File: src/rtl/wp_pkg.sv
package wp_pkg;
  typedef enum logic {
    KIND_PROG  = 1'b0,
    KIND_ERASE = 1'b1
  } op_kind_e;

  function automatic logic in_range(input int unsigned sect, input int unsigned n);
    return sect < n;
  endfunction
endpackage

File: src/rtl/wp_lock_bank.sv
module wp_lock_bank #(
  parameter int NUM_SECT = 134,
  parameter int SW = 8
) (
  input  logic          clk,
  input  logic          rst_n,
  input  logic          wr_en,
  input  logic [SW-1:0] wr_sector,
  input  logic          wr_lock,
  input  logic [SW-1:0] rd_sector,
  output logic          rd_locked
);
  logic [NUM_SECT-1:0] lock_q;

  for (genvar g = 0; g < NUM_SECT; g++) begin : g_bit
    always_ff @(posedge clk or negedge rst_n) begin
      if (!rst_n) lock_q[g] <= 1'b1;
      else if (wr_en && wr_sector == SW'(g)) lock_q[g] <= wr_lock;
    end
  end

  always_comb begin
    rd_locked = 1'b1;
    for (int i = 0; i < NUM_SECT; i++)
      if (rd_sector == SW'(i)) rd_locked = lock_q[i];
  end

  p_lock_write_r2: assert property (@(posedge clk) disable iff (!rst_n)
    (wr_en && wp_pkg::in_range(32'(wr_sector), NUM_SECT))
      |=> (lock_q[$past(wr_sector)] == $past(wr_lock)));
endmodule

File: src/rtl/wp_pin_qual.sv
module wp_pin_qual #(
  parameter int NUM_SECT = 134,
  parameter int BOOT_SECT = 2,
  parameter int SW = 8
) (
  input  logic [SW-1:0] sector,
  input  logic          boot_top,
  input  logic          wp_n,
  input  logic          acc_n,
  output logic          hw_deny
);
  localparam int TOP_BASE = NUM_SECT - BOOT_SECT;

  logic valid_idx, in_bottom, in_top, boot_zone;

  always_comb begin
    valid_idx = wp_pkg::in_range(32'(sector), NUM_SECT);
    in_bottom = 32'(sector) < BOOT_SECT;
    in_top    = valid_idx && (32'(sector) >= TOP_BASE);
    boot_zone = boot_top ? in_top : in_bottom;
    hw_deny   = !valid_idx || !acc_n || (!wp_n && boot_zone);
  end
endmodule

File: src/rtl/wp_decide.sv
module wp_decide #(
  parameter int SW = 8
) (
  input  logic          clk,
  input  logic          rst_n,
  input  logic          fire,
  input  logic          allow,
  input  logic [SW-1:0] sector,
  input  logic          erase,
  input  logic          op_ready,
  output logic          slot_free,
  output logic          op_valid,
  output logic [SW-1:0] op_sector,
  output logic          op_erase,
  output logic          reject,
  output logic          deny
);
  import wp_pkg::*;

  op_kind_e kind_q;
  logic     valid_q;

  assign slot_free = !valid_q || op_ready;
  assign op_valid  = valid_q;
  assign op_erase  = (kind_q == KIND_ERASE);

  always_ff @(posedge clk or negedge rst_n) begin
    if (!rst_n) begin
      valid_q   <= 1'b0;
      op_sector <= '0;
      kind_q    <= KIND_PROG;
      reject    <= 1'b0;
      deny      <= 1'b0;
    end else begin
      reject <= fire && !allow;
      if (fire) deny <= !allow;
      if (fire && allow) begin
        valid_q   <= 1'b1;
        op_sector <= sector;
        kind_q    <= erase ? KIND_ERASE : KIND_PROG;
      end else if (op_ready) begin
        valid_q <= 1'b0;
      end
    end
  end

  p_op_hold_r9: assert property (@(posedge clk) disable iff (!rst_n)
    (op_valid && !op_ready) |=> (op_valid && $stable(op_sector) && $stable(op_erase)));
  p_grant_xor_reject_r4: assert property (@(posedge clk) disable iff (!rst_n)
    $rose(op_valid) |-> !reject);
endmodule

File: src/rtl/wp_sector_guard.sv
module wp_sector_guard #(
  parameter int NUM_SECT = 134,
  parameter int BOOT_SECT = 2,
  localparam int SW = (NUM_SECT > 1) ? $clog2(NUM_SECT) : 1
) (
  input  logic          clk,
  input  logic          rst_n,
  input  logic          boot_top,
  input  logic          wp_n,
  input  logic          acc_n,
  input  logic          cmd_valid,
  input  logic          cmd_lock,
  input  logic [SW-1:0] cmd_sector,
  input  logic          req_valid,
  output logic          req_ready,
  input  logic          req_armed,
  input  logic          req_erase,
  input  logic [SW-1:0] req_sector,
  output logic          op_valid,
  input  logic          op_ready,
  output logic [SW-1:0] op_sector,
  output logic          op_erase,
  output logic          reject,
  output logic          deny
);
  logic soft_locked, hw_deny, fire, allow;

  wp_lock_bank #(.NUM_SECT(NUM_SECT), .SW(SW)) u_bank (
    .clk(clk), .rst_n(rst_n),
    .wr_en(cmd_valid), .wr_sector(cmd_sector), .wr_lock(cmd_lock),
    .rd_sector(req_sector), .rd_locked(soft_locked)
  );

  wp_pin_qual #(.NUM_SECT(NUM_SECT), .BOOT_SECT(BOOT_SECT), .SW(SW)) u_pins (
    .sector(req_sector), .boot_top(boot_top), .wp_n(wp_n), .acc_n(acc_n),
    .hw_deny(hw_deny)
  );

  assign fire  = req_valid && req_ready && req_armed;
  assign allow = !soft_locked && !hw_deny;

  wp_decide #(.SW(SW)) u_decide (
    .clk(clk), .rst_n(rst_n), .fire(fire), .allow(allow),
    .sector(req_sector), .erase(req_erase), .op_ready(op_ready),
    .slot_free(req_ready), .op_valid(op_valid), .op_sector(op_sector),
    .op_erase(op_erase), .reject(reject), .deny(deny)
  );

  p_acc_all_r7: assert property (@(posedge clk) disable iff (!rst_n)
    (req_valid && req_ready && req_armed && !acc_n) |=> reject);
  p_wp_bottom_r5: assert property (@(posedge clk) disable iff (!rst_n)
    (req_valid && req_ready && req_armed && !wp_n && !boot_top
     && 32'(req_sector) < BOOT_SECT) |=> reject);
  p_wp_top_r6: assert property (@(posedge clk) disable iff (!rst_n)
    (req_valid && req_ready && req_armed && !wp_n && boot_top
     && 32'(req_sector) >= NUM_SECT - BOOT_SECT) |=> reject);
  p_unarmed_r8: assert property (@(posedge clk) disable iff (!rst_n)
    (req_valid && req_ready && !req_armed) |=> (!reject && $stable(deny)));
  p_range_r11: assert property (@(posedge clk) disable iff (!rst_n)
    (req_valid && req_ready && req_armed && 32'(req_sector) >= NUM_SECT) |=> reject);
endmodule

File: config.mk
export PLATFORM = sky130hd
export DESIGN_NAME = wp_sector_guard
export DESIGN_NICKNAME = d
export VERILOG_FILES = /design/src/rtl/wp_pkg.sv /design/src/rtl/wp_lock_bank.sv /design/src/rtl/wp_pin_qual.sv /design/src/rtl/wp_decide.sv /design/src/rtl/wp_sector_guard.sv
export SDC_FILE = /design/constraint.sdc
export NUM_CORES = 1
export LEC_CHECK = 0
export ABC_AREA = 1
export CAP_MARGIN = 20
export CORE_UTILIZATION = 30
export DETAILED_ROUTE_END_ITERATION = 6
export PLACE_DENSITY = 0.51
export SYNTH_ARGS = -nofsm -noshare
export SYNTH_HDL_FRONTEND = slang
export SYNTH_SLANG_ARGS = --single-unit
File: constraint.sdc
create_clock -name clk -period 7.4 [get_ports clk]
set_input_delay 1.48 -clock clk [delete_from_list [all_inputs] [get_ports clk]]
set_output_delay 1.48 -clock clk [all_outputs]
set_load 0.03 [all_outputs]
=== Yosys cells after proc, flatten, opt, wreduce, memory -nomap -nowiden ===
Index checks and enable logic that the tools add are counted.

* Register bits after elaboration: 146
* Output and inout bits: 13
* Logic and storage cells: 700

* Magnitude comparators: 3
* Equal/unequal tests: 266
* Mux-type cells: 138
* Reduce and logical (&&, ||, !) cells: 154

{| class="wikitable"
|+ Operators by type and width
! cell !! number
|-
| 8-bit by 7-bit == test with 1-bit output, second input constant || 128
|-
| 8-bit by 6-bit == test with 1-bit output, second input constant || 64
|-
| 8-bit by 5-bit == test with 1-bit output, second input constant || 32
|-
| 1-bit logical AND || 141
|-
| 1-bit two-way mux || 138
|-
| 8-bit by 4-bit == test with 1-bit output, second input constant || 16
|-
| 8-bit == test, second input constant || 12
|-
| 8-bit by 3-bit == test with 1-bit output, second input constant || 8
|-
| 8-bit by 2-bit == test with 1-bit output, second input constant || 4
|-
| 8-bit by 1-bit == test with 1-bit output, second input constant || 2
|-
| 8-bit zero test || 2
|-
| 8-bit greater-or-equal comparator, second input constant || 1
|-
| 8-bit by 2-bit < comparator with 1-bit output, second input constant || 1
|-
| 8-bit < comparator, second input constant || 1
|-
| 1-bit zero test || 7
|-
| 1-bit logical OR || 3
|-
| 2-bit nonzero test || 1
|}

=== Longest topological paths before layout ===
Gate-level depths: netlist of run 1.

* Depth in word-level cells: 139
* Gate-level depth with buffers: 91

=== Modules after synthesis ===
From an unflattened synthesis of run 1, not the netlist that was laid out.

* Cell total of the unflattened synthesis: 992
* Area total of the unflattened synthesis: 7957.6 µm²

{| class="wikitable"
|+ Modules (own cells, without submodules)
! module !! times used !! cells each !! area an instance (µm²)
|-
| wp_lock_bank || 1 || 920 || 7395.8
|-
| wp_decide || 1 || 51 || 474.2
|-
| wp_pin_qual || 1 || 17 || 70.1
|-
| wp_sector_guard || 1 || 4 || 17.5
|}

=== Worst setup path before layout of run 1 ===
Ideal clock, no wire load.

* Path kind: input to register
* Start point: in req_sector[3]
* End point: reg u_decide.kind_q, in the netlist u_decide.op_erase
* Setup time: 118 ps
* Arrival: 6747 ps
* Required time: 7282 ps
* Path slack: 535 ps
* Stages on the path: 89
* Path buffers: 1
* Cells stage by stage: nor2_1 nand3_1 nand3_1 nand4_1 nor2_1 nand4_1 nand2_1 nand2_1 nand2_1 nand2_1 nand2_1 nand3_1 nand2_1 nand3_1 nand2_1 nand3_1 nand2_1 nand2_1 [... 53 more ...] nand3_1 nand2_1 nand4_1 nand2_1 nand3_1 nand2_1 nand4_1 nand2_1 nand4_1 nor2_1 nand4_1 nor2_1 nand4_1 nand2_1 nand2_2 buf_6 nand4_1 nand2_1

* Word-level cells in the longest chain between the ends: 138
* Elaborated cells between the ends (all ways): 281
* Those cells by class: 3 x order compare; 133 x eq/ne; 135 x mux; 10 x reduce/logical

{| class="wikitable"
|+ Ends and longest elaborated chain
! item !! RTL line !! source
|-
| from (decl) || wp_sector_guard.sv:18 || <nowiki>input logic [SW-1:0] req_sector,</nowiki>
|-
| 8-bit zero test || wp_lock_bank.sv:25 || <nowiki>if (rd_sector == SW'(i)) rd_locked = lock_q[i];</nowiki>
|-
| 1-bit two-way mux (134 in a row) || wp_lock_bank.sv:25 ||
|-
| 1-bit zero test || wp_sector_guard.sv:40 || <nowiki>assign allow = !soft_locked && !hw_deny;</nowiki>
|-
| 1-bit logical AND * || wp_sector_guard.sv:40 ||
|-
| 1-bit logical AND * || wp_decide.sv:37 || <nowiki>if (fire && allow) begin</nowiki>
|-
| to (signal assigned) || wp_decide.sv:40 || <nowiki>kind_q <= erase ? KIND_ERASE : KIND_PROG;</nowiki>
|-
| to (decl) || wp_decide.sv:20 || <nowiki>op_kind_e kind_q;</nowiki>
|}

Every way passes the cells marked *; elsewhere a longest branch is shown, timed or not.
A chain may end at the register's enable or synchronous reset.

=== Worst setup path in the final report of run 1 ===
* Start point: in req_sector[2]
* End point: reg u_decide.op_sector[5]

* Word-level cells in the longest chain between the ends: 138
* Elaborated cells between the ends (all ways): 281
* Those cells by class: 3 x order compare; 133 x eq/ne; 135 x mux; 10 x reduce/logical

{| class="wikitable"
|+ Ends and longest elaborated chain
! item !! RTL line !! source
|-
| 8-bit zero test || wp_lock_bank.sv:25 ||
|-
| 1-bit two-way mux (134 in a row) || wp_lock_bank.sv:25 ||
|-
| 1-bit zero test || wp_sector_guard.sv:40 ||
|-
| 1-bit logical AND * || wp_sector_guard.sv:40 ||
|-
| 1-bit logical AND * || wp_decide.sv:37 ||
|-
| to (signal assigned) || wp_decide.sv:39 || <nowiki>op_sector <= sector;</nowiki>
|-
| to (decl) || wp_decide.sv:13 || <nowiki>output logic [SW-1:0] op_sector,</nowiki>
|}

Marks and branches as above.

==> implementation parameters, run 1 <==
Parameter                              Value

Floorplan
  Overall die width    164 um
  Effective utilization at floorplan    0.308
  Placement Rows    58
  Die outline area    26700 um2
  Core Area    25400 um2
  Die span in y    164 um
  Top-level I/O count    40

Status
  Run status    finished, violations left
  Violations in the final reports    negative setup slack

Setup path
  RR Startpoint    u_bank.lock_q[0]$_DFFE_PN1P_
  Launching element type of the critical path    primary input
  Highest cell delay on the worst timing path    0.17 ns
  Worst setup path endpoint    u_decide.op_sector[5]$_DFFE_PN0P_
  Cell with the largest stage delay on the worst path    sky130_fd_sc_hd__nor2_4
  Highest fanout seen on the critical path    7
  Data required time of the worst path    7.77 ns
  Capturing element type of the critical path    flip-flop
  Setup Crit Path Kind    primary input to flip-flop
  Most used cell along the critical path    sky130_fd_sc_hd__nand2_1
  Depth of the most critical reg-to-reg path    90
  Startpoint of the worst setup timing path    req_sector[2]
  R2R Path End    u_decide.op_sector[5]$_DFFE_PN0P_
  Arrival time at the worst endpoint    7.95 ns
  Minimum setup slack among reg-to-reg paths    0.57 ns

GRT
  Pin count of the biggest net entering global routing    75
  Total congestion overflow after global routing    0
  GR Layer Usage met3    0.0475
  Number of antenna violations at the first check in global routing    0
  First-pass GRT wire length    44600 um
  Highest-utilization routing layer at the global route stage    met2
  Vias in the first global route    7384
  GR met2 Demand/Resource    0.348
  Met1 demand-to-capacity share in global routing    0.317
  GR Util All Layers    0.227

Pwr
  Final Power    0.00229 W
  Switching Fraction    0.277
  Net switching component of the power    0.000635 W
  Worst-case vdd ir drop    139 uV
  Total leakage power    3.91 nW
  Sequential cell fraction of total power    0.430
  Internal portion of total power    0.00166 W
  Part of the total power dissipated in the clock network    0.408
  Power density over the cells    227 nW/um2
  Share of total power in combinational logic    0.161

Detailed routing
  Router iterations before antenna repair    6
  Average wire per standard cell    21.1 um
  # DRC    0
  Detailed Route WL    29300 um
  Remaining number of nets flagged by the antenna check after routing    0
  Number of violations reported at the end of detailed-routing iteration 0    800
  DR vias/cell    5.47
  Total via count after detailed routing    7591

Clocking
  Hold bufs inserted after CTS    0
  Num Clock Sinks    146
  Root Buffer Master    sky130_fd_sc_hd__clkbuf_16
  Clock tree from TritonCTS    yes
  Insertion delay of the later-clocked pin in the worst-skew pair    0.44 ns
  CTS Buffer Depth    2
  H-tree level count    4
  Worst-path clk slew    0.06 ns
  TritonCTS buffer count    17

Timing
  Final number of setup-violating endpoints    12
  Max_slew headroom    0.289
  Final number of max-transition violations    0
  Final Critical Period    7.57 ns
  Max Clk Rate    132 MHz
  Share of the clock period used by the worst path after layout    1.02
  Hold Fails Final Rpt    0
  Setup repair after global routing missed its margin    true
  Smallest setup slack after layout    -0.174 ns
  Worst-Margin Slew    1.06 ns
  Worst clock skew on the final layout    0.00688 ns

Yosys
  YS warnings    0
  Number of storage elements in the synthesis netlist    146
  Distinct cell type count of the synthesized netlist    34
  Cell area after technology mapping    7830 um2
  Synthesized Nets    966
  Synthesized netlist cell count    939
  EDFF count, synth    0
  Ys flop type    sky130_fd_sc_hd__dfstp_2
  Share of flip-flops with an asynchronous set or reset    1.00
  Average instance area after synthesis    8.34 um2
  Sequential fraction of the synthesis area    0.488

Final layout
  # fillers    2591
  Fraction of final layout cells with drive strength greater than 1    0.329
  Layout overhead on the synthesized area    28.7%
  NumNets Final    1071
  Cell area after layout    10100 um2
  Number of non-filler instances in the completed layout    1387
  Antenna diode count    0

Placed design
  Final HPWL from detailed placement    20600 um
  DP Area    9150 um2
  Routability-driven placement congestion ratio    1.04
  Placed cell count    1339
  Buffers on Ports    39

Run
  Max-capacitance violation count    0

Min path
  Min-Delay Path Class    flip-flop to flip-flop
cell type report:
type                    instances  area [um2]  area share
flip-flops and latches        146        3820       0.379
multi-input cells             657        3680       0.365
repair buffers                148        1240       0.123
clock buffers                  25         517      0.0513
well taps                     330         413      0.0410
inverters                      74         288      0.0286
clock inverters                 7         119      0.0118
cells in the final DEF, fill, tap and decap left out, types with 6 or more instances in the layout:
cell | netlist | routed
sky130_fd_sc_hd__nand3_1 | 38 | 29
sky130_fd_sc_hd__nor3_2 | 1 | 10
sky130_fd_sc_hd__dfrtp_1 | 12 | 12
sky130_fd_sc_hd__o22ai_1 | 13 | 13
sky130_fd_sc_hd__nand2_1 | 126 | 115
sky130_fd_sc_hd__inv_1 | 62 | 59
sky130_fd_sc_hd__nand4_1 | 27 | 27
sky130_fd_sc_hd__nor2_1 | 70 | 64
sky130_fd_sc_hd__buf_6 | 1 | 11
sky130_fd_sc_hd__inv_2 | 9 | 8
sky130_fd_sc_hd__a21oi_1 | 128 | 128
sky130_fd_sc_hd__mux2i_1 | 7 | 7
sky130_fd_sc_hd__nor2_4 | 3 | 6
sky130_fd_sc_hd__clkbuf_16 | 0 | 18
sky130_fd_sc_hd__buf_4 | 2 | 105
sky130_fd_sc_hd__clkdlybuf4s50_1 | 0 | 30
sky130_fd_sc_hd__or3_1 | 15 | 15
sky130_fd_sc_hd__nand2_2 | 5 | 12
sky130_fd_sc_hd__nand3b_1 | 35 | 35
sky130_fd_sc_hd__dfstp_2 | 134 | 134
sky130_fd_sc_hd__nor3_1 | 43 | 33
sky130_fd_sc_hd__nand3_2 | 0 | 9
sky130_fd_sc_hd__a31oi_1 | 128 | 128
per-stage QoR:
| stage | setup slack [ns] | TNS, ns | hold slack [ns] | util |
|---|---|---|---|---|
| 2_1_floorplan | 0.535 | 0 | 0.494 | - |
| 3_3_place_gp | -0.829 | -9.60 | 0.467 | 0.360 |
| 3_5_place_dp | -1.16 | -13.62 | 0.463 | 0.360 |
| 4_1_cts | -0.112 | -1.14 | 0.479 | 0.393 |
| 5_1_grt | -1.17 | -13.71 | 0.508 | 0.397 |
| 6_report | -0.174 | -1.81 | 0.474 | 0.397 |
worst min path at each step:
stage | endpoint | startpoint | cells past startpoint | slack (ns)
after floorplan | u_bank.lock_q[106]$_DFFE_PN1P_ | u_bank.lock_q[106]$_DFFE_PN1P_ | 2 | 0.49
after global placement | u_decide.op_sector[7]$_DFFE_PN0P_ | u_decide.op_sector[7]$_DFFE_PN0P_ | 2 | 0.47
after detailed placement | u_decide.op_sector[7]$_DFFE_PN0P_ | u_decide.op_sector[7]$_DFFE_PN0P_ | 2 | 0.46
after CTS | u_decide.op_sector[7]$_DFFE_PN0P_ | u_decide.op_sector[7]$_DFFE_PN0P_ | 2 | 0.48
after global routing | u_decide.op_sector[4]$_DFFE_PN0P_ | u_decide.op_sector[4]$_DFFE_PN0P_ | 2 | 0.51
final | u_decide.op_sector[7]$_DFFE_PN0P_ | u_decide.op_sector[7]$_DFFE_PN0P_ | 2 | 0.47
layer usage:
layer  vias up  share of wire
met5         -              0
met4         0          0.023
met3        54          0.069
met2       299           0.45
met1      3668           0.46
li1       3570              -
cell usage after synthesis (13+ instances only):
cell,n,area share
sky130_fd_sc_hd__nand3b_1,35,0.034
sky130_fd_sc_hd__nor2_1,70,0.034
sky130_fd_sc_hd__nor3_1,43,0.027
sky130_fd_sc_hd__a31oi_1,128,0.10
sky130_fd_sc_hd__or3_1,15,0.012
sky130_fd_sc_hd__o22ai_1,13,0.010
sky130_fd_sc_hd__nand3_1,38,0.024
sky130_fd_sc_hd__clkbuf_1,56,0.027
sky130_fd_sc_hd__nand4_1,27,0.022
sky130_fd_sc_hd__nand2_1,126,0.060
sky130_fd_sc_hd__inv_1,62,0.030
sky130_fd_sc_hd__a21oi_1,128,0.082
sky130_fd_sc_hd__dfstp_2,134,0.45
power groups by stage:
stage | Sequential [W] | Clock, W | Combinational (W)
after floorplan | 0.00101 | 0 | 0.000167
after global routing | 0.000995 | 0.000983 | 0.000407
after global placement | 0.000997 | 0 | 0.000345
final | 0.000987 | 0.000936 | 0.000369
after CTS | 0.000986 | 0.000953 | 0.000364
after detailed placement | 0.000996 | 0 | 0.000352
timing repair:
item / in CTS / in global routing
gates resized for setup: 72 / 18
cloned: 2 / 0
endpoints found under the setup margin: 12 / 12
pin swaps: 8 / 9
buffers inserted: 10 / 3
flip-flops by register name (all words and copies together), names as in the netlist:
| signal | cells |
|---|---|
| u_decide.deny | 1 |
| u_decide.reject | 1 |
| u_decide.op_erase | 1 |
| u_decide.op_valid | 1 |
| u_bank.lock_q | 134 |
| u_decide.op_sector | 8 |
logic make-up after synthesis:
kind of cell           count (synthesis)  share of synthesized area
multiplexers                           7                    0.00895
buffers and inverters                138                     0.0687
flip-flops                           146                      0.488
AND/OR/NAND/NOR                      368                      0.228
AO/OA/AOI/OAI                        280                      0.206
worst max-delay path, delay by kind of cell:
kind,cells,cell delay [ns]
and+or+nand+nor,89,6.37
buffers and inverters,1,0.10
Power figures use the tool's default switching activity.
==> run 2: changes to the inputs <==
Settings changed: CORE_MARGIN set to 4.
==> run 2 against run 1 <==
The run still ends with negative setup slack left; clock power is essentially flat; cell area grew 0.73%; worst setup slack lost 0.023 ns; clock skew shrank 0.0013 ns; largest power group unchanged; highest routed layer unchanged.
==> implementation parameters, run 2 (same netlist as run 1, synthesis figures left out) <==
Parameter                              Value

Status
  Run status    finished, violations left
  Violations in the final reports    negative setup slack

Detailed routing
  DR vias/cell    5.56
  Average wire per standard cell    21.4 um
  Total via count after detailed routing    7757
  Number of violations reported at the end of detailed-routing iteration 0    948
  Remaining number of nets flagged by the antenna check after routing    0
  Router iterations before antenna repair    5
  # DRC    0
  Detailed Route WL    29900 um

Clocking
  Worst-path clk slew    0.06 ns
  TritonCTS buffer count    17
  Num Clock Sinks    146
  CTS Buffer Depth    2
  Root Buffer Master    sky130_fd_sc_hd__clkbuf_16
  Hold bufs inserted after CTS    0
  Clock tree from TritonCTS    yes
  Insertion delay of the later-clocked pin in the worst-skew pair    0.43 ns
  H-tree level count    4

Floorplan
  Top-level I/O count    40
  Effective utilization at floorplan    0.308
  Die span in y    170 um
  Overall die width    170 um
  Die outline area    28700 um2
  Placement Rows    58
  Core Area    25400 um2

Final layout
  Antenna diode count    0
  # fillers    2660
  Top Registers    u_bank.lock_q (134), u_decide.op_sector (8)
  Fraction of final layout cells with drive strength greater than 1    0.332
  Largest reg by FF count    u_bank.lock_q
  Cell area after layout    10200 um2
  NumNets Final    1080
  Commonest non-fill, non-tap cells in the layout    sky130_fd_sc_hd__dfstp_2 (134), sky130_fd_sc_hd__a31oi_1 (128), sky130_fd_sc_hd__a21oi_1 (128), sky130_fd_sc_hd__nand2_1 (115), sky130_fd_sc_hd__buf_4 (115)
  Layout overhead on the synthesized area    29.7%
  Most common cell after layout, fill and taps aside    sky130_fd_sc_hd__dfstp_2
  Number of flip-flops in the largest register    134

Timing
  Max Clk Rate    132 MHz
  Final number of setup-violating endpoints    12
  Final Critical Period    7.60 ns
  Worst clock skew on the final layout    0.00554 ns
  Final number of max-transition violations    0
  Share of the clock period used by the worst path after layout    1.03
  Hold Fails Final Rpt    0
  Max_slew headroom    0.288
  Worst-Margin Slew    1.07 ns
  Setup repair after global routing missed its margin    true
  Smallest setup slack after layout    -0.197 ns

GRT
  Pin count of the biggest net entering global routing    75
  GR Util All Layers    0.207
  First-pass GRT wire length    45300 um
  Total congestion overflow after global routing    0
  Vias in the first global route    7265
  Number of antenna violations at the first check in global routing    0

Placed design
  Routability-driven placement congestion ratio    1.05
  DP Area    9140 um2
  Final HPWL from detailed placement    20800 um
  Buffers on Ports    39
  Pre-CTS WS    -1.11 ns

Setup path
  Highest cell delay on the worst timing path    0.20 ns
  Capturing element type of the critical path    flip-flop
  Arrival time at the worst endpoint    7.97 ns
  Data required time of the worst path    7.77 ns
  Most used cell along the critical path    sky130_fd_sc_hd__nand2_1
  Launching element type of the critical path    primary input
  Highest fanout seen on the critical path    7
  Setup Crit Path Kind    primary input to flip-flop
  Cell with the largest stage delay on the worst path    sky130_fd_sc_hd__nand4_1

Pwr
  Final Power    0.00230 W
  Worst-case vdd ir drop    130 uV
  Total leakage power    3.95 nW
  Power density over the cells    227 nW/um2

Min path
  Min-Delay Path Class    flip-flop to flip-flop

Run
  Max-capacitance violation count    0
-- run 2: changes by cell type in the layout (fill, tap and decap cells not counted), moves of 3 or more --
cell / delta
sky130_fd_sc_hd__nand3_1: +5
sky130_fd_sc_hd__buf_4: +10
sky130_fd_sc_hd__nand3_2: -5
sky130_fd_sc_hd__buf_8: +3
sky130_fd_sc_hd__inv_2: -3
sky130_fd_sc_hd__buf_6: -5
-- run 2: per-stage QoR --
| step | util | hold WS, ns | cells | TNS [ns] |
|---|---|---|---|---|
| 6_report | 0.400 | 0.477 | 1395 | -2.08 |
| 5_1_grt | 0.400 | 0.494 | 1395 | -15.71 |
| 4_1_cts | 0.395 | 0.486 | 1388 | -2.34 |
| 3_5_place_dp | 0.360 | 0.471 | 1337 | -13.01 |
| 3_3_place_gp | 0.359 | 0.464 | 1336 | -8.36 |
| 2_1_floorplan | - | 0.494 | 939 | 0 |
-- run 2: what timing repair did --
action | 4_1_cts | 5_1_grt
gates resized for setup | 77 | 16
setup buffers | 18 | 1
gates cloned | 2 | 0
hold endpoints to repair | 0 | 0
pin swaps | 22 | 23
endpoints found under the setup margin | 12 | 12
-- run 2: worst max-delay path: cells and delay by family --
kind,cells,cell delay [ns]
buffers and inverters,2,0.22
AND/OR/NAND/NOR,89,6.27
-- run 2: routing by layer --
| layer | GRT usage | share of wire | up-vias |
|---|---|---|---|
| met5 | 0 | 0 | - |
| met4 | 0.0543 | 0.025 | 0 |
| met3 | 0.0510 | 0.081 | 58 |
| met2 | 0.312 | 0.44 | 353 |
| met1 | 0.299 | 0.45 | 3749 |
| li1 | - | - | 3597 |
-- run 2: area by class of cell --
class | instances | area [um2] | share of cell area
sequential | 146 | 3820 | 0.376
inverter | 74 | 300 | 0.0296
multi-input combinational | 657 | 3660 | 0.361
clock inverter | 9 | 153 | 0.0150
timing repair buffer | 157 | 1330 | 0.131
clock buffer | 22 | 474 | 0.0467
tap | 330 | 413 | 0.0407
-- run 2: worst paths after layout --
| path | slack [ns] | cells after the start | start | endpoint |
|---|---|---|---|---|
| worst max-delay path | -0.20 | 91 | req_sector[2] | u_decide.op_erase$_DFFE_PN0P_ |
| worst min-delay path | 0.48 | 2 | u_decide.op_erase$_DFFE_PN0P_ | u_decide.op_erase$_DFFE_PN0P_ |
| worst max register to register | 0.56 | 90 | u_bank.lock_q[0]$_DFFE_PN1P_ | u_decide.op_erase$_DFFE_PN0P_ |
| worst min register to register | 0.48 | 2 | u_decide.op_erase$_DFFE_PN0P_ | u_decide.op_erase$_DFFE_PN0P_ |
| max in group asynchronous | 5.00 | 2 | rst_n | u_decide.op_sector[4]$_DFFE_PN0P_ |
| min in group asynchronous | 1.40 | 1 | rst_n | u_bank.lock_q[15]$_DFFE_PN1P_ |
-- run 2: power breakdown --
group / internal (W) / switching [W]
Combinational: 0.000150 / 0.000227
Clock: 0.000589 / 0.000348
Sequential: 0.000925 / 0.0000626
==> run 3: changes to the inputs <==
Settings changed: CAP_MARGIN 20 to unset, SLEW_MARGIN set to 30.
==> run 3 against run 2 <==
The flow still finishes with violations (negative setup slack); sequential power about the same; cell count decreased by 1.0%; via count decreased by 1.6%; global-route usage decreased by 0.13 points; clock-buffer cell count unchanged; critical path depth increased by 1; largest cell class unchanged.
==> implementation parameters, run 3 (same netlist as run 1, synthesis figures left out) <==
Parameter                              Value

Status
  Run status    finished, violations left
  Violations in the final reports    negative setup slack

Pwr
  Worst-case vdd ir drop    131 uV
  Power density over the cells    223 nW/um2
  Total leakage power    3.81 nW

Setup path
  Highest fanout seen on the critical path    7
  Capturing element type of the critical path    flip-flop
  Data required time of the worst path    7.77 ns
  Cell with the largest stage delay on the worst path    sky130_fd_sc_hd__nand4_1
  Buffers & Inverters on Critical Path    2
  Setup Crit Path Kind    primary input to flip-flop
  Depth of the most critical reg-to-reg path    90
  RR Startpoint    u_bank.lock_q[0]$_DFFE_PN1P_
  Most used cell along the critical path    sky130_fd_sc_hd__nand2_1
  Startpoint of the worst setup timing path    req_sector[3]
  R2R Path End    u_decide.op_erase$_DFFE_PN0P_
  Highest cell delay on the worst timing path    0.16 ns
  Minimum setup slack among reg-to-reg paths    0.48 ns
  Arrival time at the worst endpoint    8.01 ns
  Cell class contributing the biggest share of worst-path delay    simple AND/OR/NAND/NOR gates
  Launching element type of the critical path    primary input

Detailed routing
  Router iterations before antenna repair    5
  Total via count after detailed routing    7636
  Average wire per standard cell    21.4 um
  DR vias/cell    5.53
  Remaining number of nets flagged by the antenna check after routing    0
  # DRC    0
  Number of violations reported at the end of detailed-routing iteration 0    863
  Detailed Route WL    29600 um

GRT
  GR met2 Demand/Resource    0.315
  First-pass GRT wire length    44900 um
  Number of antenna violations at the first check in global routing    0
  GR Util All Layers    0.206
  Vias in the first global route    7173
  Total congestion overflow after global routing    0
  Pin count of the biggest net entering global routing    75
  GR Layer Usage met3    0.0403
  Highest-utilization routing layer at the global route stage    met2
  Met1 demand-to-capacity share in global routing    0.300

Timing
  Max_slew headroom    0.352
  Max Clk Rate    131 MHz
  Final Critical Period    7.64 ns
  Worst clock skew on the final layout    0.00767 ns
  Smallest setup slack after layout    -0.237 ns
  Worst-Margin Slew    0.966 ns
  Final number of setup-violating endpoints    12
  Final number of max-transition violations    0
  Share of the clock period used by the worst path after layout    1.03
  Hold Fails Final Rpt    0
  Setup repair after global routing missed its margin    true

Clocking
  Clock tree from TritonCTS    yes
  Num Clock Sinks    146
  Insertion delay of the later-clocked pin in the worst-skew pair    0.43 ns
  Worst-path clk slew    0.06 ns
  TritonCTS buffer count    17
  CTS Buffer Depth    2
  H-tree level count    4
  Root Buffer Master    sky130_fd_sc_hd__clkbuf_16

Final layout
  Fraction of final layout cells with drive strength greater than 1    0.324
  Number of non-filler instances in the completed layout    1381
  Number of flip-flops in the largest register    134
  Cell area after layout    9950 um2
  Most common cell after layout, fill and taps aside    sky130_fd_sc_hd__dfstp_2
  Final standard cell utilization of the core    0.392
  Layout overhead on the synthesized area    27.1%
  Top Registers    u_bank.lock_q (134), u_decide.op_sector (8)
  Commonest non-fill, non-tap cells in the layout    sky130_fd_sc_hd__dfstp_2 (134), sky130_fd_sc_hd__a31oi_1 (128), sky130_fd_sc_hd__a21oi_1 (128), sky130_fd_sc_hd__nand2_1 (115), sky130_fd_sc_hd__buf_4 (103)
  NumNets Final    1065
  Largest reg by FF count    u_bank.lock_q
  Antenna diode count    0

Min path
  Endpoint with the worst hold slack    u_decide.op_erase$_DFFE_PN0P_
  Min-Delay Path Class    flip-flop to flip-flop
  HP Start    u_decide.op_erase$_DFFE_PN0P_
  Worst hold path stage count    2

Floorplan
  Top-level I/O count    40
  Die span in y    170 um
  Effective utilization at floorplan    0.308
  Core Area    25400 um2
  Overall die width    170 um
  Die outline area    28700 um2
  Placement Rows    58

Placed design
  Final HPWL from detailed placement    20800 um
  Placed cell count    1336
  DP Area    9150 um2
  Routability-driven placement congestion ratio    1.05
  Buffers on Ports    39

Run
  Max-capacitance violation count    0
## run 3: what timing repair did
| action | in CTS | in global routing |
|---|---|---|
| resized for setup | 66 | 10 |
| hold buffers | 0 | 0 |
| cloned | 2 | 0 |
| endpoints found under the setup margin | 12 | 12 |
| setup buffers | 11 | 0 |
| pin swaps | 15 | 14 |
## run 3: per-layer routing
metal | routed length, um | share of wire | vias up
met3 | 2180 | 0.074 | 46
li1 | - | - | 3576
met5 | 0 | 0 | -
met2 | 13200 | 0.45 | 317
met1 | 13600 | 0.46 | 3697
met4 | 583 | 0.020 | 0
## run 3: worst reg2reg max path: cells and delay by family (launching register included)
kind / cells / cell delay [ns]
simple gates: 89 / 6.26
flops: 1 / 0.54
buf+inv: 1 / 0.05
## run 3: area by class of cell
class                           count  area [um2]
Multi-Input combinational cell    657        3670
Timing Repair Buffer              142        1160
Fill cell                        2613       15500
Tap cell                          330         413
Clock buffer                       22         485
Clock inverter                     10         100
Inverter                           74         292
Sequential cell                   146        3820
## run 3: metrics by stage
| stage | hold slack [ns] | TNS (ns) | total power (W) | setup WS, ns |
|---|---|---|---|---|
| 6_report | 0.474 | -2.70 | 0.00222 | -0.237 |
| 5_1_grt | 0.494 | -15.16 | 0.00232 | -1.29 |
| 4_1_cts | 0.485 | -2.03 | 0.00223 | -0.197 |
| 3_5_place_dp | 0.469 | -12.93 | 0.00135 | -1.11 |
| 3_3_place_gp | 0.464 | -8.36 | 0.00134 | -0.723 |
| 2_1_floorplan | 0.494 | 0 | 0.00117 | 0.535 |
## run 3: where the power goes
part,switching (W),internal [W]
clock network,0.000359,0.000502
logic,0.000225,0.000143
registers,0.0000631,0.000925
## run 3: how the worst max path moves through the flow
stage | slack (ns) | cells after the start | end
6_report | -0.24 | 92 | u_decide.op_erase$_DFFE_PN0P_
5_1_grt | -1.29 | 92 | u_decide.op_sector[7]$_DFFE_PN0P_
4_1_cts | -0.20 | 91 | u_decide.op_sector[6]$_DFFE_PN0P_
3_5_place_dp | -1.11 | 91 | u_decide.op_sector[6]$_DFFE_PN0P_
3_3_place_gp | -0.72 | 87 | u_decide.op_valid$_DFFE_PN0P_
2_1_floorplan | 0.54 | 89 | u_decide.op_erase$_DFFE_PN0P_
